$ cat src/rtl/svpwm_pkg.sv
package svpwm_pkg;

  typedef logic [2:0] legs_t;

  typedef enum logic {
    SEQ_SYM = 1'b0,
    SEQ_RCM = 1'b1
  } seq_mode_e;

  localparam int NSEG = 7;

  function automatic legs_t vec_pat(input logic [2:0] idx);
    case (idx)
      3'd0:    return 3'b000;
      3'd1:    return 3'b100;
      3'd2:    return 3'b110;
      3'd3:    return 3'b010;
      3'd4:    return 3'b011;
      3'd5:    return 3'b001;
      3'd6:    return 3'b101;
      default: return 3'b111;
    endcase
  endfunction

  function automatic logic [2:0] pat_idx(input legs_t p);
    case (p)
      3'b000:  return 3'd0;
      3'b100:  return 3'd1;
      3'b110:  return 3'd2;
      3'b010:  return 3'd3;
      3'b011:  return 3'd4;
      3'b001:  return 3'd5;
      3'b101:  return 3'd6;
      default: return 3'd7;
    endcase
  endfunction

endpackage

$ cat src/rtl/svpwm_plan.sv
module svpwm_plan
  import svpwm_pkg::*;
#(
  parameter int DW = 12,
  parameter int PW = DW + 2
) (
  input  logic [2:0]                 sector,
  input  logic [DW-1:0]              t_one,
  input  logic [DW-1:0]              t_two,
  input  logic [DW-1:0]              t_zero,
  input  logic                       pol_neg,
  input  seq_mode_e                  mode,
  output legs_t [NSEG-1:0]           seg_vec,
  output logic [NSEG-1:0][PW-1:0]    seg_end,
  output logic [PW-1:0]              period_len
);

  logic [2:0]              v_one, v_two;
  logic                    rcm, neg;
  legs_t                   x_pat, y_pat, z_pat;
  logic [PW-1:0]           tx, ty, tz, zq, zh, acc;
  logic [NSEG-1:0][PW-1:0] len;

  always_comb begin
    case (sector)
      3'd2:    begin v_one = 3'd3; v_two = 3'd2; end
      3'd3:    begin v_one = 3'd3; v_two = 3'd4; end
      3'd4:    begin v_one = 3'd5; v_two = 3'd4; end
      3'd5:    begin v_one = 3'd5; v_two = 3'd6; end
      3'd6:    begin v_one = 3'd1; v_two = 3'd6; end
      default: begin v_one = 3'd1; v_two = 3'd2; end
    endcase

    rcm   = (mode == SEQ_RCM);
    neg   = rcm & pol_neg;
    x_pat = neg ? vec_pat(v_two) : vec_pat(v_one);
    y_pat = neg ? vec_pat(v_one) : vec_pat(v_two);
    z_pat = neg ? 3'b111 : 3'b000;
    tx    = PW'(neg ? t_two : t_one);
    ty    = PW'(neg ? t_one : t_two);
    tz    = PW'(t_zero);
    zq    = tz >> 2;
    zh    = tz >> 1;

    len[0] = rcm ? zh : zq;
    len[1] = tx >> 1;
    len[2] = rcm ? ty : (ty >> 1);
    len[3] = rcm ? '0 : (tz - (zq << 1));
    len[4] = rcm ? '0 : (ty - (ty >> 1));
    len[5] = tx - (tx >> 1);
    len[6] = rcm ? (tz - zh) : zq;

    seg_vec[0] = z_pat;
    seg_vec[1] = x_pat;
    seg_vec[2] = y_pat;
    seg_vec[3] = 3'b111;
    seg_vec[4] = y_pat;
    seg_vec[5] = x_pat;
    seg_vec[6] = z_pat;

    acc = '0;
    for (int i = 0; i < NSEG; i++) begin
      acc        = acc + len[i];
      seg_end[i] = acc;
    end
  end

  assign period_len = seg_end[NSEG-1];

endmodule

$ cat src/rtl/svpwm_timebase.sv
module svpwm_timebase #(
  parameter int PW = 14
) (
  input  logic          clk,
  input  logic          rst,
  input  logic [PW-1:0] period_len,
  output logic [PW-1:0] pos,
  output logic          run,
  output logic          start
);

  assign start = !run || (period_len == '0) || (pos == period_len - 1'b1);

  always_ff @(posedge clk) begin
    if (rst) begin
      run <= 1'b0;
      pos <= '0;
    end else if (start) begin
      run <= 1'b1;
      pos <= '0;
    end else begin
      pos <= pos + 1'b1;
    end
  end

endmodule

$ cat src/rtl/svpwm_seg_pick.sv
module svpwm_seg_pick
  import svpwm_pkg::*;
#(
  parameter int PW = 14
) (
  input  logic                    run,
  input  logic [PW-1:0]           pos,
  input  legs_t [NSEG-1:0]        seg_vec,
  input  logic [NSEG-1:0][PW-1:0] seg_end,
  output legs_t                   vec
);

  always_comb begin
    vec = seg_vec[NSEG-1];
    for (int i = NSEG - 1; i >= 0; i--) begin
      if (pos < seg_end[i]) vec = seg_vec[i];
    end
    if (!run) vec = 3'b000;
  end

endmodule

$ cat src/rtl/svpwm_deadband.sv
module svpwm_deadband #(
  parameter int DEAD = 2
) (
  input  logic       clk,
  input  logic       rst,
  input  logic [2:0] cmd,
  output logic [2:0] hi,
  output logic [2:0] lo
);

  localparam int CW = (DEAD > 1) ? $clog2(DEAD) : 1;

  for (genvar g = 0; g < 3; g++) begin : g_leg
    logic hi_r, lo_r;
    assign hi[g] = hi_r;
    assign lo[g] = lo_r;

    if (DEAD == 0) begin : g_direct
      always_ff @(posedge clk) begin
        if (rst) begin
          hi_r <= 1'b0;
          lo_r <= 1'b1;
        end else begin
          hi_r <= cmd[g];
          lo_r <= ~cmd[g];
        end
      end
    end else begin : g_hold
      logic          cur;
      logic [CW-1:0] cnt;
      always_ff @(posedge clk) begin
        if (rst) begin
          cur  <= 1'b0;
          cnt  <= '0;
          hi_r <= 1'b0;
          lo_r <= 1'b1;
        end else if (cmd[g] != cur) begin
          cur  <= cmd[g];
          cnt  <= CW'(DEAD - 1);
          hi_r <= 1'b0;
          lo_r <= 1'b0;
        end else if (cnt != '0) begin
          cnt  <= cnt - 1'b1;
          hi_r <= 1'b0;
          lo_r <= 1'b0;
        end else begin
          hi_r <= cur;
          lo_r <= ~cur;
        end
      end
    end
  end

endmodule

$ cat src/rtl/cm_svpwm_seq.sv
module cm_svpwm_seq
  import svpwm_pkg::*;
#(
  parameter int DW   = 12,
  parameter int DEAD = 2
) (
  input  logic          clk,
  input  logic          rst,
  input  logic [2:0]    sector,
  input  logic [DW-1:0] t_one,
  input  logic [DW-1:0] t_two,
  input  logic [DW-1:0] t_zero,
  input  logic          pol_neg,
  input  logic          mode_rcm,
  output logic [2:0]    gate_hi,
  output logic [2:0]    gate_lo,
  output logic [2:0]    vec_idx,
  output logic [1:0]    cm_lvl
);

  localparam int PW = DW + 2;

  logic [2:0]              sec_q;
  logic [DW-1:0]           t1_q, t2_q, tz_q;
  logic                    pol_q;
  seq_mode_e               mode_q;
  legs_t [NSEG-1:0]        seg_vec;
  logic [NSEG-1:0][PW-1:0] seg_end;
  logic [PW-1:0]           period_len, pos;
  logic                    run, start;
  legs_t                   vec_d, vec_q;

  always_ff @(posedge clk) begin
    if (rst) begin
      sec_q  <= 3'd1;
      t1_q   <= '0;
      t2_q   <= '0;
      tz_q   <= '0;
      pol_q  <= 1'b0;
      mode_q <= SEQ_SYM;
    end else if (start) begin
      sec_q  <= sector;
      t1_q   <= t_one;
      t2_q   <= t_two;
      tz_q   <= t_zero;
      pol_q  <= pol_neg;
      mode_q <= seq_mode_e'(mode_rcm);
    end
  end

  svpwm_plan #(.DW(DW), .PW(PW)) u_plan (
    .sector     (sec_q),
    .t_one      (t1_q),
    .t_two      (t2_q),
    .t_zero     (tz_q),
    .pol_neg    (pol_q),
    .mode       (mode_q),
    .seg_vec    (seg_vec),
    .seg_end    (seg_end),
    .period_len (period_len)
  );

  svpwm_timebase #(.PW(PW)) u_tbase (
    .clk        (clk),
    .rst        (rst),
    .period_len (period_len),
    .pos        (pos),
    .run        (run),
    .start      (start)
  );

  svpwm_seg_pick #(.PW(PW)) u_pick (
    .run     (run),
    .pos     (pos),
    .seg_vec (seg_vec),
    .seg_end (seg_end),
    .vec     (vec_d)
  );

  always_ff @(posedge clk) begin
    if (rst) begin
      vec_q   <= 3'b000;
      vec_idx <= 3'd0;
      cm_lvl  <= 2'd0;
    end else begin
      vec_q   <= vec_d;
      vec_idx <= pat_idx(vec_d);
      cm_lvl  <= 2'(vec_d[0]) + 2'(vec_d[1]) + 2'(vec_d[2]);
    end
  end

  svpwm_deadband #(.DEAD(DEAD)) u_dead (
    .clk (clk),
    .rst (rst),
    .cmd (vec_q),
    .hi  (gate_hi),
    .lo  (gate_lo)
  );

endmodule

$ cat config.mk
export PLATFORM = sky130hd
export DESIGN_NAME = cm_svpwm_seq
export DESIGN_NICKNAME = d
export VERILOG_FILES = /design/src/rtl/svpwm_pkg.sv /design/src/rtl/svpwm_plan.sv /design/src/rtl/svpwm_timebase.sv /design/src/rtl/svpwm_seg_pick.sv /design/src/rtl/svpwm_deadband.sv /design/src/rtl/cm_svpwm_seq.sv
export SDC_FILE = /design/constraint.sdc
export NUM_CORES = 1
export LEC_CHECK = 0
export ABC_AREA = 1
export BUFFER_PORTS_ARGS = -buffer_cell sky130_fd_sc_hd__buf_2
export CORE_ASPECT_RATIO = 2
export CORE_MARGIN = 4
export CORE_UTILIZATION = 64
export DETAILED_ROUTE_END_ITERATION = 8
export PLACE_DENSITY = 0.86
export SLEW_MARGIN = 20
export SYNTH_ARGS = -nofsm -noshare
export SYNTH_HDL_FRONTEND = slang
export SYNTH_SLANG_ARGS = --single-unit
$ cat constraint.sdc
create_clock -name clk -period 10.9 [get_ports clk]
set_input_delay 2.18 -clock clk [delete_from_list [all_inputs] [get_ports clk]]
set_output_delay 2.18 -clock clk [all_outputs]
set_load 0.01 [all_outputs]
## Word level (Yosys, flattened, before mapping)

Index checks and enable logic that the tools add are counted.

| storage, ports and cells | value |
|---|---|
| register bits after elaboration | 76 |
| word-level logic and storage cells | 126 |

| cells by class | value |
|---|---|
| add/subtract/negate cells | 17 |
| $lt $le $gt $ge | 6 |
| equal/unequal tests | 27 |
| multiplexer cells | 34 |
| bitwise logic cells | 4 |
| reduce and logical (&&, ||, !) cells | 15 |

Operators by type and width:

| kind | count |
|---|---|
| adder 14 bit | 5 |
| less-than comparator 14 bit | 5 |
| case mux 3 bit (7 select lines) | 3 |
| two-way mux 14 bit | 4 |
| equality test 3 bit, second input constant | 12 |
| two-way mux 3 bit | 10 |
| subtractor 14 x 13 -> 14 bit | 2 |
| subtractor 12 x 11 -> 13 bit | 2 |
| equality test 3 x 2 -> 1 bit, second input constant | 8 |
| two-way mux 12 bit | 2 |
| adder 14 x 1 -> 14 bit, second input constant | 1 |
| adder 14 x 13 -> 14 bit | 1 |
| equality test 14 bit | 1 |
| zero test 14 bit | 1 |
| less-than comparator 14 x 11 -> 1 bit | 1 |
| subtractor 14 x 1 -> 14 bit, second input constant | 1 |
| two-way mux 1 bit | 12 |
| case mux 3 bit (2 select lines) | 2 |
| two-way mux 11 bit | 1 |
| OR reduction 2 bit | 5 |
| equality test 3 x 1 -> 1 bit, second input constant | 3 |
| zero test 3 bit | 3 |
| OR reduction 3 bit | 3 |
| != test 1 bit | 3 |
| 7 further kinds | 12 |

## Depth between registers and ports, before layout

| depth | value |
|---|---|
| depth after elaboration | 17 |
| gate-level depth with buffers | 62 |

## By module

Synthesis repeated with hierarchy kept, for this count alone.

| unflattened totals | value |
|---|---|
| cells, all modules | 1956 |
| area, all modules | 12351.8 µm² |

Modules (own cells, without submodules):

| module | times used | cells each | area an instance (µm²) | seq. area each (µm²) |
|---|---|---|---|---|
| svpwm_plan | 1 | 1116 | 6565.0 | 0.0 |
| svpwm_seg_pick | 1 | 379 | 2290.9 | 0.0 |
| cm_svpwm_seq | 1 | 208 | 1754.2 | 960.9 |
| svpwm_timebase | 1 | 203 | 1327.5 | 300.3 |
| svpwm_deadband | 1 | 50 | 414.1 | 240.2 |

## Worst setup path after synthesis

Ideal clock, no wire load.

| path | value |
|---|---|
| path kind | reg-to-reg |
| start point | register mode_q |
| end point | register t1_q[0] |
| setup time | 0.115 ns |
| arrival time | 9.041 ns |
| setup slack | 1.744 ns |
| stages on the path, launching flop included | 57 |
| buffers on the path | 7 |
| cells stage by stage | dfxtp_1 -> buf_6 -> nand2_2 -> buf_4 -> buf_6 -> clkbuf_1 -> clkbuf_1 -> nand2_1 -> o21ai_0 -> ha_1 -> inv_1 -> fa_1 -> xor2_1 -> inv_1 -> ha_1 -> a21o_1 -> a31o_2 -> xor2_1 -> [21 not listed] -> or2_2 -> nand2_1 -> inv_1 -> ha_1 -> a21oi_1 -> nand2_1 -> or2_2 -> nand2_1 -> nand3_1 -> xor2_1 -> nand2_1 -> nand4_1 -> nor2_1 -> nand3_2 -> buf_6 -> buf_4 -> a21oi_1 -> nor2_1 |

| between the ends | value |
|---|---|
| word-level cells in the longest chain between the ends | 11 |
| elaborated cells between the ends (all ways) | 21 |
| classes of those cells | 9 x add/sub; 1 x eq/ne; 7 x mux; 1 x bitwise; 3 x reduce/logical |

Ends and longest elaborated chain:

| element | RTL line | RTL |
|---|---|---|
| start: declaration | cm_svpwm_seq.sv:26 | `seq_mode_e mode_q;` |
| start signal: assignment | cm_svpwm_seq.sv:47 | `mode_q <= seq_mode_e'(mode_rcm);` |
| bitwise AND 1 bit | svpwm_plan.sv:35 | `neg = rcm & pol_neg;` |
| two-way mux 12 bit, on equally long branches | svpwm_plan.sv:39, svpwm_plan.sv:40 |  |
| adder 14 x 13 -> 14 bit / two-way mux 14 bit (equally long branches) | svpwm_plan.sv:63, svpwm_plan.sv:47 |  |
| adder 14 bit (4 in series) | svpwm_plan.sv:63 | `acc = acc + len[i];` |
| adder 14 bit * | svpwm_plan.sv:63 |  |
| subtractor 14 x 1 -> 14 bit / zero test 14 bit (equally long branches) | svpwm_timebase.sv:12 | `assign start = !run \|\| (period_len == '0) \|\| (pos == period_len - 1'b1);` |
| equality test 14 bit / logical OR 1 bit (equally long branches) | svpwm_timebase.sv:12 |  |
| logical OR 1 bit * | svpwm_timebase.sv:12 |  |
| end signal: assignment | cm_svpwm_seq.sv:43 | `t1_q <= t_one;` |
| end: declaration | cm_svpwm_seq.sv:24 | `logic [DW-1:0] t1_q, t2_q, tz_q;` |

Every way passes the cells marked *; elsewhere a longest branch is shown, timed or not.
A chain may end at the register's enable or synchronous reset.

## Worst setup path in the final report

| path | value |
|---|---|
| start point | register pol_q |
| end point | register vec_idx[0] |

| between the ends | value |
|---|---|
| word-level cells in the longest chain between the ends | 17 |
| elaborated cells between the ends (all ways) | 35 |
| classes of those cells | 7 x add/sub; 5 x order compare; 6 x eq/ne; 15 x mux; 1 x bitwise; 1 x reduce/logical |

Ends and longest elaborated chain:

| element | RTL line | RTL |
|---|---|---|
| start: declaration | cm_svpwm_seq.sv:25 | `logic pol_q;` |
| start signal: assignment | cm_svpwm_seq.sv:46 | `pol_q <= pol_neg;` |
| bitwise AND 1 bit * | svpwm_plan.sv:35 |  |
| two-way mux 12 bit, on equally long branches | svpwm_plan.sv:39, svpwm_plan.sv:40 |  |
| adder 14 x 13 -> 14 bit / two-way mux 14 bit (equally long branches) | svpwm_plan.sv:63, svpwm_plan.sv:47 |  |
| adder 14 bit (4 in series) | svpwm_plan.sv:63 |  |
| less-than comparator 14 bit | svpwm_seg_pick.sv:16 | `if (pos < seg_end[i]) vec = seg_vec[i];` |
| two-way mux 3 bit (5 in series) | svpwm_seg_pick.sv:16 |  |
| two-way mux 3 bit * | svpwm_seg_pick.sv:16 |  |
| two-way mux 3 bit * | svpwm_seg_pick.sv:18 | `if (!run) vec = 3'b000;` |
| net u_pick.vec[0] | svpwm_seg_pick.sv:10 | `output legs_t vec` |
| equality test 3 bit (tied with other cells) | svpwm_pkg.sv:26 | `case (p)` |
| case mux 3 bit (7 select lines) * | svpwm_pkg.sv:26 |  |
| end signal: assignment | cm_svpwm_seq.sv:87 | `vec_idx <= pat_idx(vec_d);` |
| end: declaration | cm_svpwm_seq.sv:17 | `output logic [2:0] vec_idx,` |

The timed path passes the listed nets; every way through them passes the cells marked *.

==> impl_results.md <==
- CTS max path bufs: 2
- ANT cells: 0
- Status: finished, final reports clean
- Full die area: 19,780 sq um
- Slowest cell on crit path: fa_1
- Core area: 17,190 sq um
- Fmax: 97.37 MHz
- Critical Path AT: 10,520 ps
- Initial Util: 65.08%
- Post-synth top area share: 18.79%
- Count of cell types in the netlist: 53
- DRT Pass-1 Iters: 6
- Worst-Margin Slew: 972.5 ps
- Worst Hold Class: reg -> reg
- Area growth, synth to finish: 4.821%
- Top cells by count, synth: nand2_1 (313), inv_1 (281), a21oi_1 (179), ha_1 (168), nor2_1 (150)
- Crit path max-delay family: adder cells
- Inserted Clock Buffers: 9
- First-pass GRT wire length: 51.48 mm
- Nets@finish: 1,966
- Cells after Synth: 1,717
- Crit. End Element: flop
- Sequential area share after synthesis: 13.25%
- Top post-synthesis cells by area: ha_1 (19%), dfxtp_1 (13%), nand2_1 (11%), inv_1 (9.4%), a21oi_1 (8.0%)
- Syn avg cell area: 6.514 sq um
- Post-synth ARST share: 0%
- Clk root buf: clkbuf_16
- GPL Wtd Cong: 1.073
- Post-Synthesis Net Count: 1,948
- Synth Register Bits: 74
- Main synth FF type: dfxtp_1
- Remaining antenna violation count: 0
- Vias per cell: 5.879
- CTS tree: yes
- Port Buffers: 53
- All-layer global routing usage: 32.47%
- CP Launch Type: flop
- Clock sink count: 74
- Detailed-route wire length per cell: 16.07 um
- Worst slew margin: 33.49%
- DRT Wirelength: 31.35 mm
- Die X: 101.5 um
- Ports: 54
- Yosys warns: 0
- Ratio of cells with drive above 1 in the final layout: 7.701%
- Multi-input gate area: 8289 sq um
- HPWL Detailed: 25.76 mm
- Remaining Overflow, GRT: 0
- Vias in the first global route: 11,350
- Reg area: 1481 sq um
- CP Buf/Inv Count: 9
- Final period util: 94.22%
- Final Skew: 8.119 ps
- DR DRC count: 0
- Most common cell on crit path: nand2_1
- WHS: 437.9 ps
- Max stage delay on crit path: 490 ps
- Kind of critical path: reg -> reg
- Clock Pin Slew Worst Setup and Hold Paths: 70 ps
- Hold-fix buffers, CTS: 0
- Clk Latency, worst-skew pair: 360 ps
- Std cell rows: 68
- Fin. Hold Viols: 0
- Setup-failing EPs final: 0
- Max Cap Violations: 0
- Crit Path Max Fanout: 41
- DRT iter0 DRCs: 559
- Filler Cell Count: 1,547
- Largest net degree at the start of global routing: 84
- Post-synth EDFFs: 0
- DR vias: 11,470
- Setup TNS: 0 ps
- WP data required: 11,150 ps
- Final Max Slew Viols: 0
- RSZ-0062 raised after global routing: false
- Initial antenna violation count: 0
- R2R Setup Slk: 630 ps
- Most frequent cell after synthesis: nand2_1
- Chip Height: 195.0 um
- Area leader, netlist: ha_1
- Mapped Area: 11,180 sq um
- H-tree depth: 3
- Minimum clock period: 10,270 ps
==> flip-flops by register name, indices dropped and copies added, names as in the netlist <==
name	count
u_dead.g_leg.g_hold.cnt	3
u_tbase.run	1
mode_q	1
u_tbase.pos	14
cm_lvl	1
vec_idx	2
u_dead.g_leg.lo_r	3
t1_q	12
sec_q	3
pol_q	1
u_dead.g_leg.g_hold.cur	3
t2_q	12
u_dead.g_leg.hi_r	3
tz_q	12
vec_q	3
==> path summary, 6_finish.rpt <==
path	startpoint	depth (start not counted)	endpoint
hold reg to reg	u_dead.g_leg[1].g_hold.cnt$_SDFF_PP0_	1	u_dead.g_leg[1].lo_r$_SDFF_PP1_
setup reg to reg	pol_q$_SDFFE_PP0P_	54	vec_idx[0]$_SDFF_PP0_
setup / recovery	pol_q$_SDFFE_PP0P_	54	vec_idx[0]$_SDFF_PP0_
hold / removal	u_dead.g_leg[1].g_hold.cnt$_SDFF_PP0_	1	u_dead.g_leg[1].lo_r$_SDFF_PP1_
==> layout make-up <==
cell class                 count  area share [%]
tap                          210           2.241
inverter                     287           9.189
sequential                    74           12.64
multi-input combinational   1304           70.70
clock buffer                   9           1.921
timing repair buffer          59           2.796
clock inverter                 7          0.5123
==> repair_timing <==
item	in CTS	in global routing
buffers inserted	0	0
gates resized for setup	0	7
setup endpoints to repair	0	57
==> layer usage <==
layer  up-vias  share of wire (%)  global-route usage (%)
met5         -                  0                       0
met4         0                8.2                   23.03
met3       157                4.7                   3.556
met2       404                 52                   57.12
met1      5262                 36                   34.79
li1       5642                  -                       -
==> kinds of logic after synthesis <==
kind of cell	count (synthesis)	synth area share [%]
AO/OA/AOI/OAI	356	17.63
XOR/XNOR	99	7.876
adder cells (fa/ha/maj)	188	22.37
buffers and inverters	339	12.79
flip-flops	74	13.25
AND/OR/NAND/NOR	661	26.09
==> stage by stage <==
step           instance area [sq um]  worst slack, ps  cells  util, %
2_1_floorplan                  11180             1744   1717        -
3_3_place_gp                   11410            855.3   1934    66.40
3_5_place_dp                   11410            480.2   1934    66.40
4_1_cts                        11700            447.9   1950    68.06
5_1_grt                        11720            26.29   1950    68.21
6_report                       11720            629.7   1950    68.21
==> cell usage in the layout, fill, tap and decap left out, types with 3 or more instances in the layout <==
| cell type | count |
|---|---|
| o22ai_1 | 4 |
| dfxtp_1 | 74 |
| and3b_1 | 3 |
| xnor2_1 | 23 |
| a21o_1 | 12 |
| nor2_1 | 150 |
| nand3_1 | 97 |
| xor2_1 | 75 |
| a31oi_1 | 5 |
| nand2_1 | 313 |
| o21ai_0 | 93 |
| or2_2 | 9 |
| a21oi_1 | 178 |
| inv_1 | 281 |
| nor4_1 | 4 |
| fa_1 | 20 |
| nand3_2 | 14 |
| o21ai_1 | 13 |
| o21bai_1 | 13 |
| ha_1 | 168 |
| buf_2 | 53 |
| clkbuf_16 | 9 |
| o21a_1 | 3 |
| o221ai_1 | 5 |
| nand2_2 | 19 |
| inv_2 | 6 |
| nor3_1 | 16 |
| a211oi_1 | 7 |
| nand3b_1 | 6 |
| buf_6 | 3 |
| nand4_1 | 20 |
| o31ai_1 | 7 |
| clkinvlp_4 | 3 |
Power is left out: the tool's default activity adds up to more than one toggle a clock period on the data nets, which glitch-free logic cannot reach.
